## src/rtl/cvt_ofifo_pkg.sv

```systemverilog
package cvt_ofifo_pkg;
  // control register bit positions
  localparam int CTL_W   = 4;
  localparam int CTL_EN  = 0;
  localparam int CTL_UIE = 1;
  localparam int CTL_OIE = 2;
  localparam int CTL_FL  = 3;
  // status register bit positions
  localparam int STS_W   = 2;
  localparam int STS_UNF = 0;
  localparam int STS_OVF = 1;

  typedef struct packed {
    logic oie;
    logic uie;
    logic en;
  } ctl_t;
endpackage

```

## src/rtl/cvt_ofifo_store.sv

```systemverilog
module cvt_ofifo_store #(
  parameter int DATA_W = 16,
  parameter int DEPTH  = 8,
  localparam int AW    = (DEPTH > 1) ? $clog2(DEPTH) : 1,
  localparam int LW    = $clog2(DEPTH + 1)
) (
  input  logic              clk,
  input  logic              rst_n,
  input  logic              wr_en,
  input  logic [DATA_W-1:0] wr_data,
  input  logic              rd_en,
  output logic [DATA_W-1:0] rd_data,
  output logic [LW-1:0]     level
);
  logic [DATA_W-1:0] mem_q [DEPTH];
  logic [AW-1:0] wp_q, wp_d, rp_q, rp_d;
  logic [LW-1:0] lvl_q, lvl_d;

  function automatic logic [AW-1:0] bump(input logic [AW-1:0] p);
    return (p == AW'(DEPTH - 1)) ? '0 : p + AW'(1);
  endfunction

  always_comb begin
    wp_d  = wr_en ? bump(wp_q) : wp_q;
    rp_d  = rd_en ? bump(rp_q) : rp_q;
    lvl_d = lvl_q;
    if (wr_en && !rd_en)      lvl_d = lvl_q + LW'(1);
    else if (!wr_en && rd_en) lvl_d = lvl_q - LW'(1);
  end

  always_ff @(posedge clk or negedge rst_n) begin
    if (!rst_n) begin
      wp_q  <= '0;
      rp_q  <= '0;
      lvl_q <= '0;
    end else begin
      wp_q  <= wp_d;
      rp_q  <= rp_d;
      lvl_q <= lvl_d;
    end
  end

  // data storage carries no reset
  for (genvar i = 0; i < DEPTH; i++) begin : g_slot
    always_ff @(posedge clk) begin
      if (wr_en && (wp_q == AW'(i))) mem_q[i] <= wr_data;
    end
  end

  assign rd_data = mem_q[rp_q];
  assign level   = lvl_q;
endmodule

```

## src/rtl/cvt_ofifo_flags.sv

```systemverilog
module cvt_ofifo_flags (
  input  logic clk,
  input  logic rst_n,
  input  logic unf_set,
  input  logic unf_clr,
  input  logic ovf_set,
  input  logic ovf_clr,
  output logic unf_q,
  output logic ovf_q
);
  logic unf_d, ovf_d;

  // a set event outranks any clear
  always_comb begin
    unf_d = unf_q;
    if (unf_set)      unf_d = 1'b1;
    else if (unf_clr) unf_d = 1'b0;
    ovf_d = ovf_q;
    if (ovf_set)      ovf_d = 1'b1;
    else if (ovf_clr) ovf_d = 1'b0;
  end

  always_ff @(posedge clk or negedge rst_n) begin
    if (!rst_n) begin
      unf_q <= 1'b0;
      ovf_q <= 1'b0;
    end else begin
      unf_q <= unf_d;
      ovf_q <= ovf_d;
    end
  end
endmodule

```

## src/rtl/cvt_ofifo_flush.sv

```systemverilog
module cvt_ofifo_flush #(
  parameter int CNT_W  = 6,
  parameter int MIN_IN = 4
) (
  input  logic             clk,
  input  logic             rst_n,
  input  logic             fl_req,
  input  logic             conv_en,
  input  logic [CNT_W-1:0] in_count,
  output logic             go,
  output logic             clr
);
  localparam logic [CNT_W:0] MIN_EXT = (CNT_W + 1)'(MIN_IN);

  logic enough, go_d, clr_d, go_q, clr_q;

  always_comb begin
    enough = ({1'b0, in_count} >= MIN_EXT);
    go_d   = fl_req && conv_en && enough;
    clr_d  = fl_req && conv_en && !enough;
  end

  always_ff @(posedge clk or negedge rst_n) begin
    if (!rst_n) begin
      go_q  <= 1'b0;
      clr_q <= 1'b0;
    end else begin
      go_q  <= go_d;
      clr_q <= clr_d;
    end
  end

  assign go  = go_q;
  assign clr = clr_q;
endmodule

```

## src/rtl/cvt_ofifo_ctrl.sv

```systemverilog
module cvt_ofifo_ctrl
  import cvt_ofifo_pkg::*;
#(
  parameter int DATA_W = 16,
  parameter int DEPTH  = 8,
  parameter int CNT_W  = 6,
  parameter int MIN_IN = 4,
  localparam int LVL_W = $clog2(DEPTH + 1)
) (
  input  logic              clk,
  input  logic              rst_n,
  input  logic              res_valid,
  input  logic [DATA_W-1:0] res_data,
  output logic              conv_hold,
  input  logic              rd_en,
  output logic [DATA_W-1:0] rd_data,
  output logic [LVL_W-1:0]  fifo_level,
  input  logic              ctl_we,
  input  logic [CTL_W-1:0]  ctl_wdata,
  output logic [CTL_W-1:0]  ctl_rdata,
  input  logic              sts_we,
  input  logic [STS_W-1:0]  sts_wdata,
  output logic [STS_W-1:0]  sts_rdata,
  input  logic [CNT_W-1:0]  in_count,
  output logic              flush_go,
  output logic              work_clr,
  output logic              irq
);
  // reset: asserted asynchronously, released on a clock edge
  logic rs1_q, rs2_q, rst_sn;
  always_ff @(posedge clk or negedge rst_n) begin
    if (!rst_n) begin
      rs1_q <= 1'b0;
      rs2_q <= 1'b0;
    end else begin
      rs1_q <= 1'b1;
      rs2_q <= rs1_q;
    end
  end
  assign rst_sn = rs2_q;

  // control register
  ctl_t ctl_q, ctl_d;
  always_comb begin
    ctl_d = ctl_q;
    if (ctl_we) begin
      ctl_d.en  = ctl_wdata[CTL_EN];
      ctl_d.uie = ctl_wdata[CTL_UIE];
      ctl_d.oie = ctl_wdata[CTL_OIE];
    end
  end
  always_ff @(posedge clk or negedge rst_sn) begin
    if (!rst_sn) ctl_q <= '0;
    else         ctl_q <= ctl_d;
  end

  // write arbitration and holding register
  logic [LVL_W-1:0]  lvl;
  logic              full, empty, rd_ok, room;
  logic              unf_q, ovf_q;
  logic              new_acc, stall_blk, pend_try;
  logic              wr_en;
  logic [DATA_W-1:0] wr_data;
  logic              ovf_set, unf_set, ovf_autoclr;
  logic              pend_v_q, pend_v_d;
  logic [DATA_W-1:0] pend_dat_q, pend_dat_d;
  logic              pend_ld;

  always_comb begin
    full      = (lvl == LVL_W'(DEPTH));
    empty     = (lvl == '0);
    rd_ok     = rd_en && !empty;
    room      = !full || rd_ok;
    new_acc   = res_valid && !pend_v_q;
    stall_blk = ovf_q && ctl_q.oie;
    pend_try  = pend_v_q && !stall_blk;
    wr_en     = (pend_try || new_acc) && room;
    wr_data   = pend_v_q ? pend_dat_q : res_data;
    ovf_set   = (pend_try || new_acc) && !room;
    unf_set   = rd_en && empty;
    ovf_autoclr = !ctl_q.oie && room;

    pend_v_d   = pend_v_q;
    pend_dat_d = pend_dat_q;
    pend_ld    = 1'b0;
    if (new_acc && !room) begin
      pend_v_d   = 1'b1;
      pend_dat_d = res_data;
      pend_ld    = 1'b1;
    end else if (pend_try && room) begin
      pend_v_d   = 1'b0;
    end
  end

  always_ff @(posedge clk or negedge rst_sn) begin
    if (!rst_sn) pend_v_q <= 1'b0;
    else         pend_v_q <= pend_v_d;
  end

  always_ff @(posedge clk) begin
    if (pend_ld) pend_dat_q <= pend_dat_d;
  end

  cvt_ofifo_store #(
    .DATA_W (DATA_W),
    .DEPTH  (DEPTH)
  ) u_store (
    .clk     (clk),
    .rst_n   (rst_sn),
    .wr_en   (wr_en),
    .wr_data (wr_data),
    .rd_en   (rd_ok),
    .rd_data (rd_data),
    .level   (lvl)
  );

  cvt_ofifo_flags u_flags (
    .clk     (clk),
    .rst_n   (rst_sn),
    .unf_set (unf_set),
    .unf_clr (sts_we && sts_wdata[STS_UNF]),
    .ovf_set (ovf_set),
    .ovf_clr ((sts_we && sts_wdata[STS_OVF]) || ovf_autoclr),
    .unf_q   (unf_q),
    .ovf_q   (ovf_q)
  );

  cvt_ofifo_flush #(
    .CNT_W  (CNT_W),
    .MIN_IN (MIN_IN)
  ) u_flush (
    .clk      (clk),
    .rst_n    (rst_sn),
    .fl_req   (ctl_we && ctl_wdata[CTL_FL]),
    .conv_en  (ctl_q.en),
    .in_count (in_count),
    .go       (flush_go),
    .clr      (work_clr)
  );

  always_comb begin
    ctl_rdata          = '0;
    ctl_rdata[CTL_EN]  = ctl_q.en;
    ctl_rdata[CTL_UIE] = ctl_q.uie;
    ctl_rdata[CTL_OIE] = ctl_q.oie;
    sts_rdata          = '0;
    sts_rdata[STS_UNF] = unf_q;
    sts_rdata[STS_OVF] = ovf_q;
  end

  assign fifo_level = lvl;
  assign conv_hold  = pend_v_q;
  assign irq        = (unf_q && ctl_q.uie) || (ovf_q && ctl_q.oie);
endmodule

```

## config.mk

```make
export PLATFORM = sky130hd
export DESIGN_NAME = cvt_ofifo_ctrl
export DESIGN_NICKNAME = d
export VERILOG_FILES = /design/src/rtl/cvt_ofifo_pkg.sv /design/src/rtl/cvt_ofifo_store.sv /design/src/rtl/cvt_ofifo_flags.sv /design/src/rtl/cvt_ofifo_flush.sv /design/src/rtl/cvt_ofifo_ctrl.sv
export SDC_FILE = /design/constraint.sdc
export NUM_CORES = 1
export LEC_CHECK = 0
export CAP_MARGIN = 20
export CORE_ASPECT_RATIO = 0.9
export CORE_MARGIN = 8
export CORE_UTILIZATION = 30
export DETAILED_ROUTE_END_ITERATION = 12
export DONT_BUFFER_PORTS = 1
export HOLD_SLACK_MARGIN = 0.05
export PLACE_DENSITY_LB_ADDON = 0.2
export SYNTH_ARGS = -nofsm -noshare
export SYNTH_HDL_FRONTEND = slang
export SYNTH_SLANG_ARGS = --single-unit
```

## constraint.sdc

```tcl
create_clock -name clk -period 1.7 [get_ports clk]
set_input_delay 0.085 -clock clk [delete_from_list [all_inputs] [get_ports clk]]
set_output_delay 0.085 -clock clk [all_outputs]
set_load 0.02 [all_outputs]
```

==> insert_results.sql <==
INSERT INTO impl_metrics (metric_group, metric, value, unit) VALUES
('setup_path', 'critical_path.endpoint_type', 'flop', ''),
('cts', 'clock-sinks', '164', ''),
('setup_path', 'worst_setup_path_start_kind', 'flop', ''),
('floorplan', 'ios', '64', ''),
('timing', 'setup_viol_count_final', '164', ''),
('timing', 'finClkSkew', '0.0114', 'ns'),
('floorplan', 'floorplan.die_area', '27600', 'µm²'),
('timing', 'slew_viol_final', '0', ''),
('drt', 'detailroute.wirelength.met3', '450', 'µm'),
('cts', 'clkTransAtPathRegs', '0.07', 'ns'),
('cts', 'cts_max_level', '4', ''),
('setup_path', 'rr_worst_depth', '8', ''),
('synthesis', 'netlist_top_cells_area', 'sky130_fd_sc_hd__edfxtp_1, sky130_fd_sc_hd__mux4_1, sky130_fd_sc_hd__dfrtp_1', ''),
('timing', 'finalCriticalPeriod', '2.31', 'ns'),
('setup_path', 'worst-path-buf-inv', '1', ''),
('run', 'timing.max_cap.violations', '0', ''),
('synthesis', 'synthesis.area_per_instance', '20.6', 'µm²'),
('setup_path', 'critPathMaxStageDelay', '0.47', 'ns'),
('global_routing', 'number_of_antenna_violations_at_the_first_check_in_global_routing', '0', ''),
('placed_design', 'post-dp-hpwl', '8.43', 'mm'),
('finish', 'antenna_cells', '0', ''),
('drt', 'routed_wl', '16.3', 'mm'),
('floorplan', 'std_cell_rows', '52', ''),
('setup_path', 'timing.reg2reg.setup_slack', '-0.61', 'ns'),
('finish', 'fin_cells', '743', ''),
('synthesis', 'yosys_register_bits', '164', ''),
('drt', 'vias', '3447', ''),
('finish', 'ratio_of_cells_with_drive_above_1_in_the_final_layout', '43.7', '%'),
('finish', 'fillers', '1988', ''),
('synthesis', 'synthDominantAreaCellType', 'sky130_fd_sc_hd__edfxtp_1', ''),
('setup_path', 'worst-endpoint-arrival', '2.61', 'ns'),
('drt', 'drt_iter0_markers', '126', ''),
('synthesis', 'synth.top_cells.by_count', 'sky130_fd_sc_hd__edfxtp_1, sky130_fd_sc_hd__mux2_2, sky130_fd_sc_hd__mux4_1, sky130_fd_sc_hd__dfrtp_1, sky130_fd_sc_hd__ha_1', ''),
('setup_path', 'crit_start', 'u_store.level[0]', ''),
('drt', 'dr_wl_met2', '7.93', 'mm'),
('run_status', 'status', 'finished, violations left', ''),
('setup_path', 'critical_path.slowest_cell', 'sky130_fd_sc_hd__or4_1', ''),
('timing', 'grt_setup_unrepaired', 'true', ''),
('setup_path', 'crit_type', 'reg -> reg', ''),
('cts', 'clk_path_buf_depth', '2', ''),
('synthesis', 'synth_nets', '374', ''),
('setup_path', 'critPathTopFamily', 'simple AND/OR/NAND/NOR gates', ''),
('finish', 'syn2layout_area_growth', '33.1', '%'),
('min_path', 'classification_of_the_worst_slack_hold_path', 'in -> reg', ''),
('power', 'power_density', '1660', 'nW/µm²'),
('floorplan', 'floorplan.core_area', '22300', 'µm²'),
('power', 'leakagePower', '3.15', 'nW'),
('drt', 'residual_drc', '0', ''),
('floorplan', 'start_util', '30.3', '%'),
('global_routing', 'grt_pass1_vias', '3744', ''),
('drt', 'drt.antenna.violating_nets', '0', ''),
('setup_path', 'worst-path-max-fanout', '2', ''),
('timing', 'timing.setup.tns', '-37.88', 'ns'),
('timing', 'fmaxAchievable', '433', 'MHz'),
('synthesis', 'mappedNetlistArea', '6760', 'µm²'),
('placed_design', 'buffer_ports.inserted', '0', ''),
('placed_design', 'gp_congestion', '0.719', ''),
('timing', 'setup_ws', '-0.609', 'ns'),
('drt', 'post_drt_wl_per_cell', '21.9', 'µm'),
('global_routing', 'grt_first_pass_wirelength', '24.4', 'mm'),
('drt', 'vias_per_cell', '4.64', ''),
('global_routing', 'grt.total_usage', '12.2', '%'),
('finish', 'utilization', '40.3', '%'),
('finish', 'multiInputGateArea', '1860', 'µm²'),
('timing', 'hold_viol', '0', ''),
('synthesis', 'post-synth-top-count-cell', 'sky130_fd_sc_hd__edfxtp_1', ''),
('cts', 'cts.root.buffer_cell', 'sky130_fd_sc_hd__clkbuf_16', ''),
('floorplan', 'die_w', '174', 'µm'),
('run_status', 'violated_checks', 'negative setup slack', ''),
('synthesis', 'seq_area_frac_synth', '71.4', '%'),
('setup_path', 'worstReg2RegEnd', 'u_store.level[3]', '');
-- repair_timing --
item	4_1_cts	5_1_grt
pin swaps	11	4
resized for setup	72	16
gates cloned	11	0
setup buffers	19	3
endpoints found under the hold margin	157	0
setup endpoints to repair	163	170
hold buffers	35	0
-- cells in the final DEF, fill, tap and decap left out, drive strengths merged, types with 2 or more instances in the layout --
cell type	n
edfxtp	144
buf	69
mux2	38
dlygate4sd3	35
mux4	32
dfrtp	20
clkbuf	17
inv	14
ha	11
nand2	8
and3	6
clkinv	5
nor2	4
and2	3
nand3	3
mux2i	3
a22o	3
o21ai	3
or3	3
nand2b	2
xnor2	2
nor3	2
o211ai	2
conb	2
a21boi	2
a21oi	2
-- flip-flops by register name, indices dropped and copies added, names as in the netlist --
signal	count
conv_hold	1
ctl_rdata	3
pend_dat_q	16
rs1_q	1
rs2_q	1
u_flags.ovf_q	1
u_flags.unf_q	1
u_flush.clr	1
u_flush.go	1
u_store.level	4
u_store.mem_q	128
u_store.rp_q	3
u_store.wp_q	3
-- worst min path at each step --
stage	startpoint	end	slack, ns	depth (start not counted)
floorplan	rst_n	rs1_q	-0.21	0
global placement	rst_n	rs1_q	-0.21	0
detailed placement	rst_n	rs1_q	-0.21	0
CTS	sts_we	u_flags.ovf_q	0.13	3
global route	sts_we	u_flags.ovf_q	0.14	3
finish	sts_we	u_flags.ovf_q	0.13	3
-- where the power goes --
group,leakage (nW),switching (mW),internal (mW)
Sequential,1.55,0.243,5.09
Combinational,1.32,2.84,3.00
Clock,0.284,1.76,1.96
Total,3.15,4.85,10.1
-- cell families after synthesis --
group | count (synthesis) | synth area share, %
xor gates and xnor gates | 2 | 0.259
other | 2 | 0.111
adders and majority gates | 12 | 2.33
AOI/OAI and AO/OA | 16 | 2.04
muxes | 73 | 18.7
DFF | 164 | 71.4
buffers and inverters | 23 | 2.11
and+or+nand+nor | 36 | 3.09
-- tightest hold or removal path: cells and delay by family --
| family | cells | cell delay [ns] |
|---|---|---|
| simple gates | 1 | 0.13 |
| compound gates | 2 | 0.31 |
-- cell type report --
cell class / count / share of cell area [%]
Timing Repair Buffer: 104 / 14.8
Inverter: 5 / 0.236
Multi-Input combinational cell: 141 / 20.7
Sequential cell: 164 / 53.7
Tap cell: 297 / 4.13
Clock inverter: 15 / 1.71
Clock buffer: 17 / 4.73
-- metrics by stage --
step / hold slack, ns / power, mW / setup slack (ns) / instance area, µm²
floorplan: -0.211 / 8.43 / -0.824 / 6790
global placement: -0.210 / 9.91 / -0.547 / 7500
detailed placement: -0.210 / 9.99 / -0.611 / 7500
CTS: 0.130 / 15.2 / -0.599 / 9040
global route: 0.141 / 15.6 / -0.671 / 9000
finish: 0.132 / 14.9 / -0.609 / 9000
-- per-layer routing --
| layer | track usage (%) | vias to the layer above |
|---|---|---|
| li1 | - | 1544 |
| met1 | 16.0 | 1850 |
| met2 | 19.9 | 43 |
| met3 | 3.32 | 10 |
| met4 | 3.05 | 0 |
| met5 | 0 | - |
(Power assumes the default switching activity.)
